File: config.mk
export PLATFORM = sky130hd
export DESIGN_NAME = analog_out_stage
export DESIGN_NICKNAME = d
export VERILOG_FILES = /design/src/rtl/aos_pkg.sv /design/src/rtl/aos_pipe_mux.sv /design/src/rtl/aos_frame_edge.sv /design/src/rtl/aos_cfg_regs.sv /design/src/rtl/aos_sync_lane.sv /design/src/rtl/analog_out_stage.sv
export SDC_FILE = /design/constraint.sdc
export NUM_CORES = 1
export LEC_CHECK = 0
export ABC_AREA = 1
export BUFFER_PORTS_ARGS = -buffer_cell sky130_fd_sc_hd__buf_4
export CAP_MARGIN = 20
export CELL_PAD_IN_SITES_DETAIL_PLACEMENT = 1
export CELL_PAD_IN_SITES_GLOBAL_PLACEMENT = 1
export CORE_MARGIN = 2
export CORE_UTILIZATION = 30
export CTS_CLUSTER_DIAMETER = 30
export DETAILED_ROUTE_END_ITERATION = 16
export HOLD_SLACK_MARGIN = 0.05
export PLACE_DENSITY = 0.75
export SKIP_LAST_GASP = 1
export SLEW_MARGIN = 20
export SYNTH_ARGS = -nofsm -noshare
export SYNTH_HDL_FRONTEND = slang
export SYNTH_SLANG_ARGS = --single-unit
File: constraint.sdc
create_clock -name clk -period 1.12 [get_ports clk]
set_input_delay 0 -clock clk [delete_from_list [all_inputs] [get_ports clk]]
set_output_delay 0 -clock clk [all_outputs]
set_load 0.1 [all_outputs]
File: src/rtl/aos_pkg.sv
package aos_pkg;

  typedef enum logic [1:0] {
    PWR_ON      = 2'd0,
    PWR_STANDBY = 2'd1,
    PWR_SUSPEND = 2'd2,
    PWR_OFF     = 2'd3
  } pwr_e;

  typedef struct packed {
    pwr_e pwr;
    logic h_pos;
    logic v_pos;
  } mode_t;

  typedef struct packed {
    logic dac_on;
    logic h_kill;
    logic v_kill;
  } gate_t;

  localparam mode_t MODE_RESET = '{pwr: PWR_OFF, h_pos: 1'b0, v_pos: 1'b0};

  // Every call starts from an all-clear gate, so nothing survives a state change.
  function automatic gate_t decode_gate(pwr_e p);
    gate_t g;
    g = '0;
    case (p)
      PWR_ON:      g.dac_on = 1'b1;
      PWR_STANDBY: begin g.dac_on = 1'b1; g.h_kill = 1'b1; end
      PWR_SUSPEND: begin g.dac_on = 1'b1; g.v_kill = 1'b1; end
      default:     begin g.h_kill = 1'b1; g.v_kill = 1'b1; end
    endcase
    return g;
  endfunction

  // Pin level for one sync line: parked at the idle level or polarity-adjusted.
  function automatic logic pin_level(logic raw, logic pos, logic kill);
    if (kill) return !pos;
    return pos ? raw : !raw;
  endfunction

endpackage

File: src/rtl/aos_pipe_mux.sv
module aos_pipe_mux #(
  parameter int NUM_PIPES = 2,
  parameter int SEL_W     = 1
) (
  input  logic [SEL_W-1:0]     sel,
  input  logic [NUM_PIPES-1:0] hs_in,
  input  logic [NUM_PIPES-1:0] vs_in,
  output logic                 hs_out,
  output logic                 vs_out
);
  localparam logic [SEL_W-1:0] LAST = SEL_W'(NUM_PIPES - 1);

  logic in_range;
  assign in_range = (sel <= LAST);

  always_comb begin
    hs_out = hs_in[0];
    vs_out = vs_in[0];
    for (int i = 0; i < NUM_PIPES; i++) begin
      if (in_range && sel == SEL_W'(i)) begin
        hs_out = hs_in[i];
        vs_out = vs_in[i];
      end
    end
  end
endmodule

File: src/rtl/aos_frame_edge.sv
module aos_frame_edge (
  input  logic clk,
  input  logic rst_n,
  input  logic vs,
  output logic frame_start
);
  logic vs_prev;

  always_ff @(posedge clk or negedge rst_n) begin
    if (!rst_n) vs_prev <= 1'b0;
    else        vs_prev <= vs;
  end

  assign frame_start = vs & ~vs_prev;
endmodule

File: src/rtl/aos_cfg_regs.sv
module aos_cfg_regs
  import aos_pkg::*;
#(
  parameter int SEL_W = 1
) (
  input  logic             clk,
  input  logic             rst_n,
  input  logic             wr_en,
  input  mode_t            wr_mode,
  input  logic [SEL_W-1:0] wr_sel,
  input  logic             frame_start,
  output mode_t            act_mode,
  output logic [SEL_W-1:0] act_sel,
  output mode_t            nxt_mode,
  output logic [SEL_W-1:0] nxt_sel
);
  mode_t            pend_mode;
  logic [SEL_W-1:0] pend_sel;

  always_ff @(posedge clk or negedge rst_n) begin
    if (!rst_n) begin
      pend_mode <= MODE_RESET;
      pend_sel  <= '0;
    end else if (wr_en) begin
      pend_mode <= wr_mode;
      pend_sel  <= wr_sel;
    end
  end

  assign nxt_mode = frame_start ? pend_mode : act_mode;
  assign nxt_sel  = frame_start ? pend_sel  : act_sel;

  always_ff @(posedge clk or negedge rst_n) begin
    if (!rst_n) begin
      act_mode <= MODE_RESET;
      act_sel  <= '0;
    end else begin
      act_mode <= nxt_mode;
      act_sel  <= nxt_sel;
    end
  end
endmodule

File: src/rtl/aos_sync_lane.sv
module aos_sync_lane
  import aos_pkg::*;
#(
  parameter logic RST_LEVEL = 1'b1
) (
  input  logic clk,
  input  logic rst_n,
  input  logic raw,
  input  logic pos,
  input  logic kill,
  output logic pin
);
  always_ff @(posedge clk or negedge rst_n) begin
    if (!rst_n) pin <= RST_LEVEL;
    else        pin <= pin_level(raw, pos, kill);
  end
endmodule

File: src/rtl/analog_out_stage.sv
module analog_out_stage
  import aos_pkg::*;
#(
  parameter  int NUM_PIPES = 2,
  localparam int SEL_W     = (NUM_PIPES > 1) ? $clog2(NUM_PIPES) : 1
) (
  input  logic                 clk,
  input  logic                 rst_n,
  input  logic                 cfg_wr,
  input  logic [1:0]           cfg_pwr,
  input  logic                 cfg_hpos,
  input  logic                 cfg_vpos,
  input  logic [SEL_W-1:0]     cfg_pipe,
  input  logic [NUM_PIPES-1:0] pipe_hsync,
  input  logic [NUM_PIPES-1:0] pipe_vsync,
  output logic                 dac_en,
  output logic                 hsync_out,
  output logic                 vsync_out
);
  localparam int  LANES    = 2;
  localparam logic IDLE_RST = !MODE_RESET.h_pos;

  mode_t            wr_mode, act_mode, nxt_mode;
  logic [SEL_W-1:0] act_sel, nxt_sel;
  logic             cur_hs, cur_vs, src_hs, src_vs;
  logic             frame_start;
  gate_t            gate;

  // Named views of the applied state for the bound checker.
  logic [1:0]       act_pwr;
  logic             act_hpos, act_vpos;

  assign wr_mode = '{pwr: pwr_e'(cfg_pwr), h_pos: cfg_hpos, v_pos: cfg_vpos};

  // Pipe currently applied: its vsync marks the frame start.
  aos_pipe_mux #(.NUM_PIPES(NUM_PIPES), .SEL_W(SEL_W)) u_cur_mux (
    .sel(act_sel), .hs_in(pipe_hsync), .vs_in(pipe_vsync),
    .hs_out(cur_hs), .vs_out(cur_vs)
  );

  aos_frame_edge u_edge (
    .clk(clk), .rst_n(rst_n), .vs(cur_vs), .frame_start(frame_start)
  );

  aos_cfg_regs #(.SEL_W(SEL_W)) u_cfg (
    .clk(clk), .rst_n(rst_n), .wr_en(cfg_wr), .wr_mode(wr_mode), .wr_sel(cfg_pipe),
    .frame_start(frame_start), .act_mode(act_mode), .act_sel(act_sel),
    .nxt_mode(nxt_mode), .nxt_sel(nxt_sel)
  );

  // Pipe that drives the pins this edge (new setting if a frame starts now).
  aos_pipe_mux #(.NUM_PIPES(NUM_PIPES), .SEL_W(SEL_W)) u_src_mux (
    .sel(nxt_sel), .hs_in(pipe_hsync), .vs_in(pipe_vsync),
    .hs_out(src_hs), .vs_out(src_vs)
  );

  assign gate = decode_gate(nxt_mode.pwr);

  logic [LANES-1:0] lane_raw, lane_pos, lane_kill, lane_pin;
  assign lane_raw  = {src_vs, src_hs};
  assign lane_pos  = {nxt_mode.v_pos, nxt_mode.h_pos};
  assign lane_kill = {gate.v_kill, gate.h_kill};

  for (genvar l = 0; l < LANES; l++) begin : g_lane
    aos_sync_lane #(.RST_LEVEL(IDLE_RST)) u_lane (
      .clk(clk), .rst_n(rst_n), .raw(lane_raw[l]), .pos(lane_pos[l]),
      .kill(lane_kill[l]), .pin(lane_pin[l])
    );
  end

  always_ff @(posedge clk or negedge rst_n) begin
    if (!rst_n) dac_en <= 1'b0;
    else        dac_en <= gate.dac_on;
  end

  assign hsync_out = lane_pin[0];
  assign vsync_out = lane_pin[1];
  assign act_pwr   = act_mode.pwr;
  assign act_hpos  = act_mode.h_pos;
  assign act_vpos  = act_mode.v_pos;

  logic unused_cur_hs;
  assign unused_cur_hs = cur_hs;
endmodule

* Word level (Yosys, flattened, before mapping)
Index checks and enable logic that the tools add are counted.
** Operators by class
- Order comparisons :: 2
- Equality and inequality tests :: 2
- Muxes and demuxes :: 10
- Bitwise gates (word level) :: 2
- Reductions and logical operators :: 10
** Operators by type and width (number)
- 1-bit 2-to-1 mux :: 9
- 1-bit logical NOT :: 4
- 4-bit 2-to-1 mux :: 1
- 2-bit OR reduction :: 2
- 3-bit OR reduction :: 1
- 2-bit by 1-bit equality test with 1-bit output, second input constant :: 1
- 2-bit equality test, second input constant :: 1
- 1-bit <= comparator, second input constant :: 2
- 1-bit logical AND :: 2
- 2-bit logical NOT :: 1
- 1-bit bitwise AND :: 1
- 1-bit NOT :: 1
** Word-level totals
- Flip-flop bits (word level) :: 14
- Logic and storage cells :: 38

* Longest topological paths before layout
Gate-level depths: netlist of the first run.
- Depth in word-level cells :: 11
- Gate-level depth with buffers :: 9

* By module
Synthesis of the first run repeated with hierarchy kept, for this count alone.
** Second synthesis, totals
- Cells, all modules :: 79
- Area, all modules :: 606.8 µm²
** Modules (own cells, without submodules)
- aos_cfg_regs :: instances 1, cells each 42, area an instance 375.4 µm²
- aos_sync_lane :: instances 2, cells each 8, area an instance 53.8 µm²
- aos_pipe_mux :: instances 2, cells each 7, area an instance 26.3 µm²
- analog_out_stage :: instances 1, cells each 4, area an instance 36.3 µm²
- aos_frame_edge :: instances 1, cells each 3, area an instance 35.0 µm²

* Least setup slack after synthesis of the first run
OpenSTA, ideal clock, no wires.
- Path kind :: register -> register
- Start :: reg u_cfg.act_sel
- End :: reg g_lane[1].u_lane.pin
- Library setup time :: 60 ps
- Data arrival time :: 1010 ps
- Required time :: 1060 ps
- Setup slack :: 50 ps
- Cell stages (with the launch flop) :: 10
- Path buffers :: 0
- Clock period less this slack :: 1070 ps
- Cell sequence :: dfrtp_1 -> inv_1 -> nand2_1 -> nand2_4 -> nand3_1 -> nand2_2 -> nand2_1 -> nand2_1 -> nand2_1 -> nand2_1
** RTL lines
- from (decl) :: RTL line aos_cfg_regs.sv:13 : output logic [SEL_W-1:0] act_sel,
- from (signal assigned) :: RTL line aos_cfg_regs.sv:39 : act_sel <= nxt_sel;
- to (signal assigned) :: RTL line aos_sync_lane.sv:15 : else pin <= pin_level(raw, pos, kill);
- to (decl) :: RTL line aos_sync_lane.sv:11 : output logic pin

* Worst setup path after layout of the first run
- Start :: reg u_cfg.act_sel
- End :: reg g_lane[0].u_lane.pin
** Between the ends
- Longest elaborated chain between the ends :: 11
** Ends and longest elaborated chain
- 1-bit <= comparator :: RTL line aos_pipe_mux.sv:14 : assign in_range = (sel <= LAST);
- 1-bit logical AND :: RTL line aos_pipe_mux.sv:20 : if (in_range && sel == SEL_W'(i)) begin
- 1-bit 2-to-1 mux :: RTL line aos_pipe_mux.sv:20
- 1-bit bitwise AND :: RTL line aos_frame_edge.sv:14 : assign frame_start = vs & ~vs_prev;
- 1-bit 2-to-1 mux * :: RTL line aos_cfg_regs.sv:31 : assign nxt_sel = frame_start ? pend_sel : act_sel;
- named net nxt_sel :: RTL line analog_out_stage.sv:24 : logic [SEL_W-1:0] act_sel, nxt_sel;
- 1-bit <= comparator :: RTL line aos_pipe_mux.sv:14
- 1-bit logical AND * :: RTL line aos_pipe_mux.sv:20
- 1-bit 2-to-1 mux * :: RTL line aos_pipe_mux.sv:20
- 1-bit logical NOT :: RTL line aos_pkg.sv:40 : return pos ? raw : !raw;
- 1-bit 2-to-1 mux * (2 in series) :: RTL line aos_pkg.sv:40
- to (signal assigned) :: RTL line aos_sync_lane.sv:15
- to (decl) :: RTL line aos_sync_lane.sv:11
Mark *: on every way through the listed nets, which the timed path passes. The rest lies on a longest branch.
A chain may end at the register's enable or synchronous reset.

==> impl_results.md, run 1 <==
- Measured slew at the worst slew-check pin: 0.282 ns
- Slew Viols, Final: 0
- Die width: 52.6 um
- Setup ws final: -0.0751 ns
- Synth cell types: 12
- Share of layout cells above drive strength 1: 0.419
- Net Count, Synth: 100
- Root buffer selected by CTS: clkbuf_4
- Skew-Pair Late Insertion Delay: 0.29 ns
- Vias in the first global route: 759
- Violated checks: setup timing
- First-pass GRT wire length: 3310 um
- Post-Route Utilization: 0.510
- Final setup viols: 3
- Status: complete, but fails checks
- Largest net degree at the start of global routing: 15
- Slew margin rel.: 0.813
- H-tree depth: 1
- Routed len/inst: 13.2 um
- Crit path cell chain: inv_2 > nand2_4 > nand3_4 > nand2_4 > nand2_4 > nand2_2 > nand2_1 > nand2_1 > nand2_1
- Initial antenna violation count: 0
- Via count: 691
- DRT antenna net count: 0
- Worst clock skew: 0.00269 ns
- Core area: 2210 um^2
- Final hold vios: 0
- RSZ-0062 raised after global routing: yes
- YS warnings: 0
- Detailed placement HPWL: 1230 um
- Total Power: 2.84 mW
- CP max stage delay: 0.43 ns
- Max Buffers Root-to-Sink: 2
- Reg clk slew, reported paths: 0.09 ns
- Synth Area in Simple Gates: 0.382
- Diode count: 0
- Crit Path Category: register to register
- Synth Area in XOR/XNOR: 0
- DRC Markers: 0
- Total track usage: 0.174
- Vias per inst: 4.55
- GRT overflow: 0
- Cell Area, Synth: 708 um^2
- RePlAce Congestion: 0.689
- Fraction of the mapped netlist area in adder cells: 0
- Ports: 15
- WP buf/inv: 1
- Cells after Synth: 88
- Final wirelength: 2000 um
- CTS buffer count: 3
- Clock sink total: 14
- FP Rows: 17
- Post-synthesis sequential area ratio: 0.505
- Max-cap violations: 0
- Area grow syn2layout: 59.4%
- Post-synthesis register bit count: 14
- Critical path peak fanout: 5
- Worst slack, placed: -0.0551 ns
- Startpoint types: register
- Worst Hold Class: input pin to asynchronous set/reset pin
- Drt initial violations: 1
- Die Area: 2770 um^2
- Period Utilization, post-route: 1.07
- CP Capture Type: register
- P_leak: 0.568 nW
- Maximum VDD drop: 1320 uV
- Compound-Gate Fraction of Synth Area: 0.0283
- Worst Path Required: 1.35 ns
- Mux contribution to synthesized area: 0.0159
- Final min period: 1.20 ns
- Final net count: 137
- Die Span Y: 52.6 um
- Crit-path leading delay family: simple AND/OR/NAND/NOR gates
- Initial core utilization: 0.320
- CP arrival: 1.43 ns
- Max Fclk: 837 MHz
- CTS tree: done
- Slowest CP cell: dfrtp_1
- DRT Pass-1 Iters: 2
- PortBufs: 14
- Main combinational cell family by area after synthesis: simple AND/OR/NAND/NOR gates
- Power per cell area: 2510 nW/um^2
- Synthesized area per cell: 8.05 um^2
flip-flops by register name, summed over array words and instances, names as in the netlist:
register and cells:
u_cfg.act_sel 1, g_lane.u_lane.pin 2, dac_en 1, u_cfg.pend_sel 1
u_edge.vs_prev 1, u_cfg.pend_mode 4, u_cfg.act_mode 4
cells in the final DEF (no fill, tap or decap):
cell / Yosys / routed
mux2_2: 1 / 1
buf_6: 0 / 3
nand2_4: 1 / 5
nand2_2: 4 / 11
buf_4: 0 / 15
nand3_2: 0 / 2
nand3_4: 2 / 2
nand3_1: 12 / 11
dfrtp_1: 8 / 8
clkbuf_4: 0 / 3
o21ai_0: 4 / 4
buf_12: 0 / 1
inv_1: 11 / 10
inv_2: 1 / 2
nand2_1: 37 / 27
clkbuf_8: 0 / 1
dfstp_2: 6 / 6
dlygate4sd3_1: 0 / 12
synth_stat cells:
library cell,n,area share
clkbuf_1,1,0.0053
dfrtp_1,8,0.28
dfstp_2,6,0.22
inv_1,11,0.058
inv_2,1,0.0053
mux2_2,1,0.016
nand2_1,37,0.20
nand2_2,4,0.035
nand2_4,1,0.016
nand3_1,12,0.085
nand3_4,2,0.049
o21ai_0,4,0.028
routing by layer:
| metal | share of wire | GRT usage | wire [um] |
|---|---|---|---|
| met1 | 0.40 | 0.184 | 795 |
| met5 | 0 | 0 | 0 |
| met2 | 0.56 | 0.327 | 1130 |
| met3 | 0.024 | 0.0343 | 48 |
| met4 | 0.015 | 0.0769 | 31 |
path summary, 6_finish.rpt:
| path | start | slack, ns | endpoint | cells after the start |
|---|---|---|---|---|
| max reg2reg | u_cfg.act_sel | -0.08 | g_lane[0].u_lane.pin | 9 |
| min reg2reg | u_cfg.pend_mode[2] | 0.52 | u_cfg.pend_mode[2] | 2 |
| min | rst_n | 0.08 | u_cfg.pend_mode[1] | 2 |
| min in group clk | cfg_pwr[1] | 0.46 | u_cfg.pend_mode[3] | 4 |
| max in group asynchronous | rst_n | 0.79 | g_lane[1].u_lane.pin | 2 |
| max | u_cfg.act_sel | -0.08 | g_lane[0].u_lane.pin | 9 |
logic make-up (layout without fill, tap and decap cells):
| family | after synthesis | after routing |
|---|---|---|
| AOI/OAI and AO/OA | 4 | 4 |
| buffers and inverters | 13 | 47 |
| DFF | 14 | 14 |
| muxes | 1 | 1 |
| and+or+nand+nor | 56 | 58 |
final cells by class:
| class | instances | area, um^2 |
|---|---|---|
| multi-input combinational | 63 | 368 |
| sequential | 14 | 358 |
| fill | 264 | 1080 |
| tap | 28 | 35.0 |
| inverter | 12 | 45.0 |
| timing repair buffer | 31 | 287 |
| clock buffer | 4 | 36.3 |
through the flow:
| step | setup TNS (ns) | instances | hold slack (ns) | cell area, um^2 |
|---|---|---|---|---|
| CTS | -0.114 | 153 | 0.0799 | 1120 |
| floorplan | 0 | 88 | -0.296 | 708 |
| finish | -0.147 | 152 | 0.0828 | 1130 |
| global route | -0.584 | 152 | 0.0961 | 1130 |
| detailed placement | -0.102 | 132 | -0.139 | 880 |
| global placement | -0.0212 | 132 | -0.139 | 880 |
report_power, final:
part / internal (mW) / switching (mW) / total, mW / leakage [nW]
Combinational: 0.590 / 1.04 / 1.63 / 0.388
Clock: 0.198 / 0.187 / 0.385 / 0.0210
Sequential: 0.726 / 0.0969 / 0.823 / 0.158
timing repair:
action / 4_1_cts / 5_1_grt
gates cloned: 2 / 0
endpoints found under the hold margin: 22 / 2
pin swaps: 6 / 4
setup buffers: 2 / 0
hold buffers: 13 / 1
resized for setup: 12 / 7
setup endpoints to repair: 3 / 9
Power figures use the tool's default switching activity.
==> run 2, diff against run 1 <==
--- a/config.mk
+++ b/config.mk
@@ -16,6 +16,7 @@
 export DETAILED_ROUTE_END_ITERATION = 16
 export HOLD_SLACK_MARGIN = 0.05
 export PLACE_DENSITY = 0.75
+export REMOVE_ABC_BUFFERS = 1
 export SKIP_LAST_GASP = 1
 export SLEW_MARGIN = 20
 export SYNTH_ARGS = -nofsm -noshare
==> run 2 against run 1 <==
The flow still finishes with violations (setup timing). Sequential power is 0.7% higher. Cell count is 0.66% higher. Global-route usage is 1.1 points lower. Die area stayed put. Total power is 1.0% lower. Largest cell class unchanged. Register-to-register slack better by 0.03 ns. Utilization is 0.057 points higher. Fmax is 2.8% higher. Worst hold slack worse by 0.0027 ns. Combinational power hardly changed.
==> impl_results.md, run 2 (synthesis gave the netlist of run 1 again) <==
- Status: complete, but fails checks (unchanged)
- Violated checks: setup timing (unchanged)
- Final hold vios: 0 (unchanged)
- Most common cell after layout, fill and taps aside: nand2_1 (unchanged)
- CP arrival: 1.39 ns (was 1.43 ns)
- FP Rows: 17 (unchanged)
- Psw: 1.30 mW (was 1.32 mW)
- Max Buffers Root-to-Sink: 2 (unchanged)
- Measured slew at the worst slew-check pin: 0.277 ns (was 0.282 ns)
- DRC Markers: 0 (unchanged)
- RSZ-0062 raised after global routing: yes (unchanged)
- Initial core utilization: 0.320 (unchanged)
- Total track usage: 0.163 (was 0.174)
- Worst Hold Class: input pin to asynchronous set/reset pin (unchanged)
- Die width: 52.6 um (unchanged)
- Commonest cells after routing, fill and taps aside: nand2_1 (30), buf_4 (18), dlygate4sd3_1 (12) (was nand2_1 (27), buf_4 (15), dlygate4sd3_1 (12))
- Final wirelength: 1930 um (was 2000 um)
- Via count: 718 (was 691)
- Fill cells: 275 (was 264)
- Post-Route Utilization: 0.511 (was 0.510)
- GRT overflow: 0 (unchanged)
- Final net count: 138 (was 137)
- Share of layout cells above drive strength 1: 0.408 (was 0.419)
- Comb pwr share: 0.571 (was 0.574)
- Die Span Y: 52.6 um (unchanged)
- Core area: 2210 um^2 (unchanged)
- CTS buffer count: 3 (unchanged)
- Internal power component: 1.51 mW (about the same)
- Largest registers: u_cfg.act_mode: 4 flops, u_cfg.pend_mode: 4 flops, g_lane.u_lane.pin: 2 flops (unchanged)
- Reg clk slew, reported paths: 0.09 ns (about the same)
- Clock sink total: 14 (unchanged)
- CTS tree: done (unchanged)
- Worst Path Required: 1.35 ns (about the same)
- Clk network pwr share: 0.134 (was 0.136)
- Total Power: 2.81 mW (was 2.84 mW)
- Initial antenna violation count: 0 (unchanged)
- Routed len/inst: 12.6 um (was 13.2 um)
- Power per cell area: 2480 nW/um^2 (was 2510 nW/um^2)
- Sw Ratio: 0.462 (was 0.466)
- Flop pwr share: 0.295 (was 0.290)
- Largest net degree at the start of global routing: 15 (unchanged)
- First-pass GRT wire length: 3130 um (was 3310 um)
- P_leak: 0.572 nW (was 0.568 nW)
- Max-cap violations: 0 (unchanged)
- Drt initial violations: 0 (was 1)
- Max Fclk: 860 MHz (was 837 MHz)
- Final setup viols: 2 (was 3)
- Area grow syn2layout: 59.5% (was 59.4%)
- Placed cell areas: 880 um^2 (unchanged)
- Register area: 359 um^2 (was 358 um^2)
- Worst hold slack: 0.0801 ns (was 0.0828 ns)
- Die Area: 2770 um^2 (unchanged)
- Final min period: 1.16 ns (was 1.20 ns)
- Vias in the first global route: 748 (was 759)
- H-tree depth: 1 (unchanged)
- PortBufs: 14 (unchanged)
- CP Capture Type: register (unchanged)
- Ports: 15 (unchanged)
- Period Utilization, post-route: 1.04 (was 1.07)
- Slew margin rel.: 0.817 (was 0.813)
- Multi-input logic area: 365 um^2 (was 368 um^2)
- RePlAce Congestion: 0.707 (was 0.689)
- DRT antenna net count: 0 (unchanged)
- Root buffer selected by CTS: clkbuf_4 (unchanged)
- Startpoint types: register (unchanged)
- Detailed placement HPWL: 1280 um (was 1230 um)
- Diode count: 0 (unchanged)
- Critical path peak fanout: 5 (unchanged)
- Vias per inst: 4.69 (was 4.55)
- Slew Viols, Final: 0 (unchanged)
- Skew-Pair Late Insertion Delay: 0.29 ns (about the same)
- DRT Pass-1 Iters: 1 (was 2)
- Design Area, Final: 1130 um^2 (about the same)
- Maximum VDD drop: 1470 uV (was 1320 uV)
- Crit Path Category: register to register (unchanged)
- Setup ws final: -0.0424 ns (was -0.0751 ns)
- Worst clock skew: 0.00658 ns (was 0.00269 ns)
## run 2: cell count changes in the layout (fill, tap and decap cells not counted)
cell | before | now
nand2_2 | 11 | 7
o21ai_0 | 4 | 3
inv_4 | 0 | 1
dfrtp_1 | 8 | 7
buf_6 | 3 | 1
o21ai_1 | 0 | 1
nand2_1 | 27 | 30
inv_2 | 2 | 1
buf_4 | 15 | 18
nand2_4 | 5 | 6
dfrtp_2 | 0 | 1
## run 2: per-stage QoR
step                      std cells  TNS [ns]  setup WS (ns)
after floorplan                  87         0         0.0499
after global placement          132   -0.0272        -0.0145
after detailed placement        132    -0.134        -0.0720
after CTS                       152    -0.113        -0.0585
after global routing            153    -0.316         -0.127
final                           153   -0.0753        -0.0424
## run 2: worst paths after layout
path,startpoint,to,slack (ns),depth (start not counted)
worst max-delay path,u_cfg.act_sel,g_lane[0].u_lane.pin,-0.04,8
max in group asynchronous,rst_n,g_lane[0].u_lane.pin,0.80,2
worst max register to register,u_cfg.act_sel,g_lane[0].u_lane.pin,-0.04,8
min in group clk,pipe_vsync[1],u_cfg.act_sel,0.27,6
worst min register to register,u_cfg.pend_mode[2],u_cfg.pend_mode[2],0.51,2
worst min-delay path,rst_n,dac_en,0.08,2
## run 2: power by group through the flow
stage                     Clock, mW  Combinational [mW]  Sequential [mW]
final                         0.376                1.60            0.829
after global routing          0.414                1.75            0.853
after CTS                     0.390                1.53            0.814
after detailed placement          0                1.32            0.819
after global placement            0                1.29            0.804
after floorplan                   0               0.607             1.15
## run 2: layer usage
metal,track usage,vias to the layer above,share of wire
met1,0.165,350,0.37
met5,0,-,0
li1,-,352,-
met2,0.313,13,0.59
met4,0.0641,0,0.014
met3,0.0429,3,0.029
## run 2: final cells by class
class | count | share of cell area
inverters | 12 | 0.0421
flip-flops and latches | 14 | 0.318
well taps | 28 | 0.0310
clock buffers | 4 | 0.0321
repair buffers | 32 | 0.254
multi-input cells | 63 | 0.323
## run 2: worst max-delay path, stage by stage (launching register included)
cell and delay (ns):
dfrtp_2 0.46, nand2_2 0.13, nand3_4 0.13, nand2_4 0.11, nand2_4 0.06, nand2_2 0.06, nand2_1 0.05, nand2_1 0.06
nand2_1 0.05
## run 2: timing repair
action | 4_1_cts | 5_1_grt
pin swaps | 6 | 4
setup buffers | 2 | 1
gates resized for setup | 9 | 9
cloned | 2 | 0
endpoints found under the hold margin | 22 | 4
hold buffers | 12 | 2
endpoints found under the setup margin | 3 | 9
==> run 3, diff against run 2 <==
--- a/config.mk
+++ b/config.mk
@@ -10,13 +10,15 @@
 export CAP_MARGIN = 20
 export CELL_PAD_IN_SITES_DETAIL_PLACEMENT = 1
 export CELL_PAD_IN_SITES_GLOBAL_PLACEMENT = 1
+export CORE_ASPECT_RATIO = 1.4
 export CORE_MARGIN = 2
 export CORE_UTILIZATION = 30
 export CTS_CLUSTER_DIAMETER = 30
 export DETAILED_ROUTE_END_ITERATION = 16
 export HOLD_SLACK_MARGIN = 0.05
-export PLACE_DENSITY = 0.75
+export PLACE_DENSITY = 0.73
 export REMOVE_ABC_BUFFERS = 1
+export SKIP_CTS_REPAIR_TIMING = 1
 export SKIP_LAST_GASP = 1
 export SLEW_MARGIN = 20
 export SYNTH_ARGS = -nofsm -noshare
==> constraint.sdc (replaced) <==
create_clock -name clk -period 1.2 [get_ports clk]
set_input_delay 0 -clock clk [delete_from_list [all_inputs] [get_ports clk]]
set_output_delay 0 -clock clk [all_outputs]
set_load 0.1 [all_outputs]
==> run 3 against run 2 <==
The flow now finishes without violations. Highest routed layer unchanged. Total power shrank 15%. Flip-flop and latch count unchanged. First-iteration DRC count grew 13. Clock power is 27% lower. Critical path type unchanged. Critical endpoint is now g_lane[1].u_lane.pin. Final area shrank 6.4%. Routed wire length decreased by 7.1%.
==> impl_results.md, run 3 (synthesis gave the netlist of run 1 again) <==
- Share of layout cells above drive strength 1: 0.350 (was 0.408)
- CP arrival: 1.41 ns (was 1.39 ns)
- DRC Markers: 0 (unchanged)
- Final net count: 134 (was 138)
- Detailed placement HPWL: 1140 um (was 1280 um)
- Most common cell after layout, fill and taps aside: nand2_1 (unchanged)
- Final hold vios: 0 (unchanged)
- RSZ-0062 raised after global routing: yes (unchanged)
- Worst clock skew: 0.00273 ns (was 0.00658 ns)
- Largest net degree at the start of global routing: 15 (unchanged)
- Flop pwr share: 0.321 (was 0.295)
- Core area: 2200 um^2 (was 2210 um^2)
- Commonest cells after routing, fill and taps aside: nand2_1 (33), buf_4 (15), nand3_1 (12), dlygate4sd3_1 (12), inv_1 (10) (was nand2_1 (30), buf_4 (18), dlygate4sd3_1 (12))
- Diode count: 0 (unchanged)
- Initial core utilization: 0.322 (was 0.320)
- Internal power component: 1.23 mW (was 1.51 mW)
- Max Buffers Root-to-Sink: 2 (unchanged)
- Die width: 45.1 um (was 52.6 um)
- Final wirelength: 1800 um (was 1930 um)
- Root buffer selected by CTS: clkbuf_4 (unchanged)
- Post-Route Utilization: 0.480 (was 0.511)
- Reg clk slew, reported paths: 0.09 ns (about the same)
- Measured slew at the worst slew-check pin: 0.278 ns (was 0.277 ns)
- Ports: 15 (unchanged)
- Period Utilization, post-route: 0.990 (was 1.04)
- Largest registers: u_cfg.act_mode: 4 flops, u_cfg.pend_mode: 4 flops, g_lane.u_lane.pin: 2 flops (unchanged)
- Vias per inst: 4.79 (was 4.69)
- Slew Viols, Final: 0 (unchanged)
- GRT overflow: 0 (unchanged)
- Worst hold slack: 0.0318 ns (was 0.0801 ns)
- CTS tree: done (unchanged)
- Startpoint types: register (unchanged)
- First-pass GRT wire length: 2550 um (was 3130 um)
- Hold path cells: 3
- Status: complete, no violations (was complete, but fails checks)
- Max Fclk: 842 MHz (was 860 MHz)
- CP Capture Type: register (unchanged)
- Placed insts: 124 (was 132)
- Power per cell area: 2250 nW/um^2 (was 2480 nW/um^2)
- RePlAce Congestion: 0.793 (was 0.707)
- Routed len/inst: 12.6 um (about the same)
- P_leak: 0.536 nW (was 0.572 nW)
- DRT Pass-1 Iters: 3 (was 1)
- Die Area: 2770 um^2 (about the same)
- Via count: 680 (was 718)
- Die Span Y: 61.5 um (was 52.6 um)
- PortBufs: 14 (unchanged)
- Worst Hold Class: input pin to register (was input pin to asynchronous set/reset pin)
- Skew-Pair Late Insertion Delay: 0.28 ns (was 0.29 ns)
- Critical path peak fanout: 5 (unchanged)
- Crit Path Category: register to register (unchanged)
- DRT antenna net count: 0 (unchanged)
- Fin Setup TNS: 0 ns (was -0.0753 ns)
- Max-cap violations: 0 (unchanged)
- Worst Path Required: 1.42 ns (was 1.35 ns)
- FP Rows: 20 (was 17)
- Vias in the first global route: 609 (was 748)
- Final min period: 1.19 ns (was 1.16 ns)
- Psw: 1.15 mW (was 1.30 mW)
- Drt initial violations: 13 (was 0)
- Sw Ratio: 0.482 (was 0.462)
- Final setup viols: 0 (was 2)
- Total track usage: 0.129 (was 0.163)
- Post-Layout Cell Count: 142 (was 153)
- Clock sink total: 14 (unchanged)
- Clk network pwr share: 0.115 (was 0.134)
- H-tree depth: 1 (unchanged)
- Maximum VDD drop: 827 uV (was 1470 uV)
- Initial antenna violation count: 0 (unchanged)
- CTS buffer count: 3 (unchanged)
- FF-to-FF path depth: 8 (unchanged)
- Fill cells: 285 (was 275)
- Comb pwr share: 0.563 (was 0.571)
- Area grow syn2layout: 49.3% (was 59.5%)
- Slew margin rel.: 0.816 (was 0.817)
==> run 3: area by class of cell <==
cell class,instances,area (um^2),share of cell area
clock buffers,3,22.5,0.0213
inverters,12,47.5,0.0450
multi-input cells,63,348,0.329
flip-flops and latches,14,359,0.340
well taps,22,27.5,0.0260
repair buffers,28,253,0.239
==> run 3: power by group through the flow <==
stage                     clock, mW  combinational, mW  sequential [mW]
after global routing          0.305               1.48            0.784
after CTS                     0.286               1.18            0.754
final                         0.275               1.34            0.764
after detailed placement          0               1.18            0.762
after global placement            0               1.15            0.754
after floorplan                   0              0.566             1.07
==> run 3: layer usage <==
metal	vias up	part of all wire	global-route usage
li1	343	-	-
met1	321	0.39	0.140
met2	12	0.56	0.235
met3	4	0.025	0.0176
met4	0	0.020	0.0756
met5	-	0	0
==> run 3: critical path, stage by stage (launching register included) <==
cell and delay, ns:
dfrtp_2 0.45, nand2_2 0.12, nand3_4 0.13, nand2_4 0.12, nand2_4 0.05, nand2_1 0.09, nand2_1 0.06, nand2_1 0.06
nand2_1 0.05
==> run 3: final timing paths <==
kind / start / end / slack, ns
worst max-delay path: u_cfg.act_sel / g_lane[1].u_lane.pin / 0.01
worst min-delay path: pipe_vsync[0] / u_edge.vs_prev / 0.03
worst max register to register: u_cfg.act_sel / g_lane[1].u_lane.pin / 0.01
worst min register to register: u_cfg.pend_mode[2] / u_cfg.pend_mode[2] / 0.50
max in group asynchronous: rst_n / g_lane[0].u_lane.pin / 0.85
min in group asynchronous: rst_n / u_cfg.pend_mode[0] / 0.10
==> run 3: stage by stage <==
stage / worst slack, ns / instance area [um^2] / total power [mW]
CTS: -0.0237 / 880 / 2.22
global route: -0.0553 / 1060 / 2.57
finish: 0.0126 / 1060 / 2.38
floorplan: 0.130 / 704 / 1.64
detailed placement: -0.000704 / 857 / 1.94
global placement: 0.0331 / 857 / 1.91
